`config.mk`:
```
export PLATFORM = sky130hd
export DESIGN_NAME = refclk_divider_top
export DESIGN_NICKNAME = d
export VERILOG_FILES = /design/src/rtl/refclk_pkg.sv /design/src/rtl/refclk_ctrl_reg.sv /design/src/rtl/refclk_prescaler.sv /design/src/rtl/refclk_divider.sv /design/src/rtl/refclk_divider_top.sv
export SDC_FILE = /design/constraint.sdc
export NUM_CORES = 1
export LEC_CHECK = 0
export BUFFER_PORTS_ARGS = -buffer_cell sky130_fd_sc_hd__buf_2
export CAP_MARGIN = 40
export CORE_UTILIZATION = 56
export CTS_CLUSTER_DIAMETER = 40
export CTS_CLUSTER_SIZE = 25
export DETAILED_ROUTE_END_ITERATION = 10
export GPL_ROUTABILITY_DRIVEN = 0
export PLACE_DENSITY = 0.81
export SYNTH_ARGS = -nofsm -noshare
export SYNTH_HDL_FRONTEND = slang
export SYNTH_HIERARCHICAL = 1
export SYNTH_SLANG_ARGS = --single-unit
```
`constraint.sdc`:
```
create_clock -name clk -period 2.75 [get_ports clk]
set_input_delay 0 -clock clk [delete_from_list [all_inputs] [get_ports clk]]
set_output_delay 0 -clock clk [all_outputs]
set_load 0.005 [all_outputs]
```
`src/rtl/refclk_pkg.sv`:
```
package refclk_pkg;

    // Field widths and positions inside the control word
    localparam int N_W      = 8;
    localparam int SEL_W    = 2;
    localparam int SDIV_W   = 3;
    localparam int ENG_W    = 8;
    localparam int N_LSB    = 24;
    localparam int SEL_LSB  = 19;
    localparam int SDIV_LSB = 16;
    localparam int ENG_LSB  = 8;
    localparam int CTRL_W   = 32;

    // Bits that hold storage; every other bit reads as zero
    localparam logic [CTRL_W-1:0] CTRL_KEEP = 32'hFF1F_FF00;

    typedef enum logic [SEL_W-1:0] {
        SRC_XTAL  = 2'b00,
        SRC_OFF   = 2'b01,
        SRC_PLL_A = 2'b10,
        SRC_PLL_U = 2'b11
    } src_sel_e;

    typedef enum logic {
        DIV_GATED = 1'b0,
        DIV_RUN   = 1'b1
    } div_state_e;

endpackage

```
`src/rtl/refclk_ctrl_reg.sv`:
```
module refclk_ctrl_reg
    import refclk_pkg::*;
#(
    parameter int                ADDR_W = 12,
    parameter logic [ADDR_W-1:0] OFFSET = 12'h044
) (
    input  logic              clk,
    input  logic              rst_n,
    input  logic              wr_i,
    input  logic [ADDR_W-1:0] addr_i,
    input  logic [CTRL_W-1:0] wdata_i,
    output logic [CTRL_W-1:0] rdata_o,
    output src_sel_e          sel_o,
    output logic [SDIV_W-1:0] sdiv_o,
    output logic [N_W-1:0]    n_o,
    output logic [ENG_W-1:0]  eng_n_o
);

    logic [CTRL_W-1:0] word_q;
    logic              hit;

    assign hit = (addr_i == OFFSET);

    always_ff @(posedge clk) begin
        if (!rst_n) begin
            word_q <= '0;
        end else if (wr_i && hit) begin
            word_q <= wdata_i & CTRL_KEEP;
        end
    end

    always_comb begin
        rdata_o = hit ? word_q : '0;
        sel_o   = src_sel_e'(word_q[SEL_LSB +: SEL_W]);
        sdiv_o  = word_q[SDIV_LSB +: SDIV_W];
        n_o     = word_q[N_LSB +: N_W];
        eng_n_o = word_q[ENG_LSB +: ENG_W];
    end

    AST_WORD_HELD: assert property (@(posedge clk) disable iff (!rst_n)
        !(wr_i && hit) |=> $stable(word_q));

    AST_WORD_WRITTEN: assert property (@(posedge clk) disable iff (!rst_n)
        (wr_i && hit) |=> (word_q == ($past(wdata_i) & CTRL_KEEP)));

endmodule

```
`src/rtl/refclk_prescaler.sv`:
```
module refclk_prescaler #(
    parameter int W = 3
) (
    input  logic         clk,
    input  logic         rst_n,
    input  logic         tick_i,
    input  logic         active_i,
    input  logic         clear_i,
    input  logic [W-1:0] ratio_i,
    output logic         tick_o
);

    logic [W-1:0] pcnt_q;
    logic         wrap;

    assign wrap   = (pcnt_q >= ratio_i);
    assign tick_o = active_i && tick_i && wrap;

    always_ff @(posedge clk) begin
        if (!rst_n) begin
            pcnt_q <= '0;
        end else if (!active_i || clear_i) begin
            pcnt_q <= '0;
        end else if (tick_i) begin
            pcnt_q <= wrap ? '0 : pcnt_q + 1'b1;
        end
    end

    AST_PRE_IDLE: assert property (@(posedge clk) disable iff (!rst_n)
        !active_i |=> (pcnt_q == '0));

    AST_PRE_BOUND: assert property (@(posedge clk) disable iff (!rst_n)
        active_i |-> (pcnt_q <= ratio_i));

endmodule

```
`src/rtl/refclk_divider.sv`:
```
module refclk_divider
    import refclk_pkg::*;
#(
    parameter int N_W = 8
) (
    input  logic           clk,
    input  logic           rst_n,
    input  logic           tick_i,
    input  logic [N_W-1:0] n_next_i,
    input  logic           gate_next_i,
    output logic           load_o,
    output logic           pulse_o,
    output logic           level_o
);

    localparam int HALF_W = N_W + 1;

    div_state_e        state_q, state_d;
    logic [N_W-1:0]    cnt_q, cnt_d, act_n_q;
    logic              pulse_q, period_done, load;
    logic              last;
    logic [HALF_W-1:0] half;

    assign last = (cnt_q == act_n_q);
    assign half = HALF_W'(({1'b0, act_n_q} + HALF_W'(2)) >> 1);

    // Next-state and changeover decisions
    always_comb begin
        state_d     = state_q;
        cnt_d       = cnt_q;
        load        = 1'b0;
        period_done = 1'b0;
        unique case (state_q)
            DIV_GATED: begin
                load    = 1'b1;
                cnt_d   = '0;
                state_d = gate_next_i ? DIV_GATED : DIV_RUN;
            end
            DIV_RUN: begin
                if (tick_i) begin
                    if (last) begin
                        load        = 1'b1;
                        period_done = 1'b1;
                        cnt_d       = '0;
                        state_d     = gate_next_i ? DIV_GATED : DIV_RUN;
                    end else begin
                        cnt_d = cnt_q + 1'b1;
                    end
                end
            end
            default: begin
                state_d = DIV_GATED;
                cnt_d   = '0;
            end
        endcase
    end

    // State register
    always_ff @(posedge clk) begin
        if (!rst_n) begin
            state_q <= DIV_RUN;
            cnt_q   <= '0;
            act_n_q <= '0;
            pulse_q <= 1'b0;
        end else begin
            state_q <= state_d;
            cnt_q   <= cnt_d;
            pulse_q <= period_done;
            if (load) begin
                act_n_q <= n_next_i;
            end
        end
    end

    // Outputs
    always_comb begin
        load_o  = load;
        pulse_o = pulse_q;
        level_o = (state_q == DIV_RUN) && ({1'b0, cnt_q} < half);
    end

    AST_CNT_BOUND: assert property (@(posedge clk) disable iff (!rst_n)
        cnt_q <= act_n_q);

    AST_RATIO_HELD: assert property (@(posedge clk) disable iff (!rst_n)
        !load_o |=> $stable(act_n_q));

    AST_CNT_RESTART: assert property (@(posedge clk) disable iff (!rst_n)
        load_o |=> (cnt_q == '0));

    AST_GATED_NO_PULSE: assert property (@(posedge clk) disable iff (!rst_n)
        (state_q == DIV_GATED) |=> !pulse_o);

endmodule

```
`src/rtl/refclk_divider_top.sv`:
```
module refclk_divider_top
    import refclk_pkg::*;
#(
    parameter int                ADDR_W      = 12,
    parameter logic [ADDR_W-1:0] CTRL_OFFSET = 12'h044
) (
    input  logic              clk,
    input  logic              rst_n,
    input  logic              reg_wr,
    input  logic [ADDR_W-1:0] reg_addr,
    input  logic [31:0]       reg_wdata,
    output logic [31:0]       reg_rdata,
    input  logic              xtal_tick,
    input  logic              plla_tick,
    input  logic              pllu_tick,
    input  logic              eng_src_tick,
    output logic              ref_pulse,
    output logic              ref_clk,
    output logic              eng_pulse,
    output logic              eng_clk
);

    src_sel_e          cfg_sel, act_sel_q;
    logic [SDIV_W-1:0] cfg_sdiv, act_sdiv_q;
    logic [N_W-1:0]    cfg_n;
    logic [ENG_W-1:0]  cfg_eng_n;
    logic              pll_active, pll_raw, pre_tick, main_tick;
    logic              main_load, eng_load;

    refclk_ctrl_reg #(
        .ADDR_W (ADDR_W),
        .OFFSET (CTRL_OFFSET)
    ) i_ctrl (
        .clk     (clk),
        .rst_n   (rst_n),
        .wr_i    (reg_wr),
        .addr_i  (reg_addr),
        .wdata_i (reg_wdata),
        .rdata_o (reg_rdata),
        .sel_o   (cfg_sel),
        .sdiv_o  (cfg_sdiv),
        .n_o     (cfg_n),
        .eng_n_o (cfg_eng_n)
    );

    // Active source settings, reloaded only at a main period boundary
    always_ff @(posedge clk) begin
        if (!rst_n) begin
            act_sel_q  <= SRC_XTAL;
            act_sdiv_q <= '0;
        end else if (main_load) begin
            act_sel_q  <= cfg_sel;
            act_sdiv_q <= cfg_sdiv;
        end
    end

    assign pll_active = (act_sel_q == SRC_PLL_A) || (act_sel_q == SRC_PLL_U);
    assign pll_raw    = (act_sel_q == SRC_PLL_A) ? plla_tick : pllu_tick;

    refclk_prescaler #(
        .W (SDIV_W)
    ) i_pre (
        .clk      (clk),
        .rst_n    (rst_n),
        .tick_i   (pll_raw),
        .active_i (pll_active),
        .clear_i  (main_load),
        .ratio_i  (act_sdiv_q),
        .tick_o   (pre_tick)
    );

    always_comb begin
        unique case (act_sel_q)
            SRC_XTAL:  main_tick = xtal_tick;
            SRC_OFF:   main_tick = 1'b0;
            SRC_PLL_A: main_tick = pre_tick;
            SRC_PLL_U: main_tick = pre_tick;
            default:   main_tick = 1'b0;
        endcase
    end

    refclk_divider #(
        .N_W (N_W)
    ) i_main_div (
        .clk         (clk),
        .rst_n       (rst_n),
        .tick_i      (main_tick),
        .n_next_i    (cfg_n),
        .gate_next_i (cfg_sel == SRC_OFF),
        .load_o      (main_load),
        .pulse_o     (ref_pulse),
        .level_o     (ref_clk)
    );

    refclk_divider #(
        .N_W (ENG_W)
    ) i_eng_div (
        .clk         (clk),
        .rst_n       (rst_n),
        .tick_i      (eng_src_tick),
        .n_next_i    (cfg_eng_n),
        .gate_next_i (1'b0),
        .load_o      (eng_load),
        .pulse_o     (eng_pulse),
        .level_o     (eng_clk)
    );

    AST_OFF_SILENT: assert property (@(posedge clk) disable iff (!rst_n)
        ((act_sel_q == SRC_OFF) && $past(act_sel_q == SRC_OFF)) |-> (!ref_pulse && !ref_clk));

    AST_SEL_HELD: assert property (@(posedge clk) disable iff (!rst_n)
        !main_load |=> ($stable(act_sel_q) && $stable(act_sdiv_q)));

    AST_ENG_PULSE_AFTER_LOAD: assert property (@(posedge clk) disable iff (!rst_n)
        eng_pulse |-> $past(eng_load));

endmodule

```
==> flow_summary_export.csv <==
group,metric,value,unit
setup_path,cp-end-kind,"flop",
yosys,ys_seq_area_share,30.3,%
pwr,p_sw_share,24.3,%
pwr,p_clk_share,42.4,%
setup_path,path_class,"reg2reg",
timing,fmax,0.384,GHz
yosys,synthCells,509,
clocking,cts.clk_slew.worst_paths,0.07,ns
setup_path,ff2ff_path_depth,10,
timing,slew_violations,0,
pwr,combPwrFrac,7.6,%
yosys,ys_warn_count,6,
drt,detail_route.wl_per_cell,15.3,µm
clocking,cts_buffers,9,
setup_path,start_kind,"flop",
drt,wl_met1,4680,µm
drt,drt-total-wl,10400,µm
grt,grt_overflow,0,
yosys,synth_top_family_by_area,"simple AND/OR/NAND/NOR gates",
drt,drt-initial-drc-count,236,
yosys,synth_fa_ha_area_share,6.41,%
clocking,cts_max_level,3,
setup_path,cp.required,3.03,ns
cells_and_area,nNetsFinal,650,
clocking,clockRootBuffer,"clkbuf_8",
timing,rsz0062_at_grt,"false",
placement,portBuffers,64,
placement,dp.cells,644,
hold_path,whs_path_depth,2,
run,cap_violations,0,
grt,grt_max_degree,55,
cells_and_area,drive_above_1_share,19.6,%
timing,min_period,2.61,ns
cells_and_area,fillCellCount,555,
drt,drt_first_pass_iters,5,
yosys,synth_area_leaders,"dfxtp_1 (30%), ha_1 (6.4%), mux2i_1 (6.1%), nand2_1 (5.5%), xnor2_1 (4.9%)",
setup_path,cp_max_fo,14,
drt,drcViolationCount,0,
yosys,synth_area_leader_cell,"dfxtp_1",
grt,grtUsageTotal,27.6,%
drt,highest_layer,"met4",
pwr,p_int,1.43,mW
yosys,synthSimpleGateAreaFrac,30.6,%
yosys,postSynth.asyncResetShare,0,%
placement,place_hpwl,6850,µm
pwr,finalPower,1.89,mW
yosys,synthMuxAreaShare,6.41,%
hold_path,hp-class,"in2reg",
floorplanning,rows,31,
placement,placed_area,4600,µm²
drt,num_vias,3945,
timing,tns,0,ns
timing,slew_headroom,43.2,%
cells_and_area,area_growth,16.5,%
cells_and_area,final_util,68.2,%
yosys,yosysMostFrequentCell,"dfxtp_1",
yosys,synth_edf_count,0,
drt,route.met3.wl,477,µm
clocking,clk_path_buf_depth,2,
cells_and_area,antenna_cells,0,
run_status,outcome,"complete, no violations",
drt,antenna_left,0,
floorplanning,die_area,8020,µm²
clocking,clk_latency,0.34,ns
setup_path,arrival,2.88,ns
yosys,ys_types,53,
pwr,power_leakage,2.06,nW
grt,antenna_found_initial,0,
yosys,ys_ff_latch,65,
grt,grt_pass1_vias,3808,
cells_and_area,final_cells,681,
floorplanning,fp.dieH,89.6,µm
yosys,syn_area,4290,µm²
floorplanning,ioPinCount,87,
cells_and_area,final_area,5000,µm²
drt,viasPerCell,5.79,
pwr,ir_drop,0.000298,V
drt,routed-wl-met2,5080,µm
floorplanning,coreArea,7330,µm²
yosys,synth_top_area_share,30.3,%
timing,finalSetupViolations,0,
clocking,cts_tree,"yes",
timing,tightest_slew,0.851,ns
timing,fin_crit_sh,94.8,%
placement,pre_cts_ws,0.124,ns
floorplanning,initial_core_util,58.6,%
timing,holdWs,0.0753,ns
yosys,synth_compound_area_share,12.3,%
timing,setup_slack,0.144,ns
timing,hold_viol,0,
yosys,syn_avg_cell_area,8.43,µm²
pwr,pwr-share-seq,50.0,%
yosys,synthTopCellsByCount,"dfxtp_1 (65), nand2_1 (63), nand3_1 (40)",
timing,fin_skew,0.00817,ns
pwr,switching_power,0.459,mW
pwr,powerDensity,377,nW/µm²
grt,grt_pass1_wl,17100,µm
floorplanning,fp.dieW,89.6,µm
yosys,synth_xor_area_share,6.94,%
clocking,cts.sinks,65,
yosys,synth_flop_cell,"dfxtp_1",
setup_path,r2r_setup_slack,0.14,ns
per-layer routing:
metal	vias up	track usage [%]
met5	-	0
met4	0	12.1
met3	22	5.91
met2	134	45.1
met1	1859	35.0
li1	1930	-
worst max-delay path, stage by stage, from the launching register on:
cell and delay, ns:
dfxtp_1 0.33, inv_1 0.05, ha_1 0.34, nand2_1 0.14
o21ai_1 0.13, and3_1 0.20, a22o_4 0.22, nor2b_2 0.08
or3_4 0.38, or4_4 0.52, a21oi_2 0.15
worst paths after layout:
check | from | end
worst max-delay path | act_sdiv_q[2] | i_main_div/cnt_q[7]
worst min-delay path | eng_src_tick | i_eng_div/cnt_q[2]
worst max register to register | act_sdiv_q[2] | i_main_div/cnt_q[7]
worst min register to register | i_ctrl/word_q[16] | i_ctrl/word_q[16]
power groups by stage:
| stage | clock network (mW) | registers [mW] | logic, mW |
|---|---|---|---|
| final | 0.800 | 0.944 | 0.143 |
| after global routing | 0.852 | 0.943 | 0.156 |
| after CTS | 0.807 | 0.944 | 0.137 |
| after detailed placement | 0 | 0.965 | 0.114 |
| after global placement | 0 | 0.965 | 0.111 |
| after floorplan | 0 | 0.966 | 0.0783 |
layout make-up:
cell class	count	area [µm²]	area share, %
Multi-Input combinational cell	395	2740	54.8
Sequential cell	65	1300	26.0
Timing Repair Buffer	95	606	12.1
Clock buffer	11	131	2.63
Tap cell	99	124	2.48
Clock inverter	5	56.3	1.13
Inverter	11	41.3	0.825
repair_timing:
item | 4_1_cts | 5_1_grt
hold buffers | 21 | 0
buffers inserted | 0 | 0
setup endpoints to repair | 0 | 1
gates resized for setup | 0 | 1
endpoints found under the hold margin | 21 | 0
flip-flops by register name, indices dropped and copies added (netlist names):
signal and count:
i_main_div/cnt_q 8, i_main_div/pulse_o 1, act_sdiv_q 3, i_eng_div/cnt_q 8, i_eng_div/state_q 1, act_sel_q 2
i_pre/pcnt_q 3, i_main_div/state_q 1, i_main_div/act_n_q 8, i_eng_div/pulse_o 1, i_ctrl/word_q 21, i_eng_div/act_n_q 8
kinds of logic (layout without fill, tap and decap cells):
family | Yosys count | after routing
AO/OA/AOI/OAI | 74 | 74
XOR/XNOR | 34 | 34
adder cells (fa/ha/maj) | 22 | 22
buffers and inverters | 59 | 122
flip-flops | 65 | 65
multiplexers | 27 | 27
other | 2 | 12
AND/OR/NAND/NOR | 226 | 226
layout by cell type (no fill, tap or decap), types with 19 or more instances in the layout:
cell,instances
and2_1,23
mux2i_1,26
nand2_1,63
buf_2,64
dlygate4sd3_1,21
xnor2_1,24
o211ai_1,19
and3_1,19
a31oi_1,19
ha_1,22
nand3_1,40
dfxtp_1,65
No activity file was read; power rests on OpenSTA's default activity.
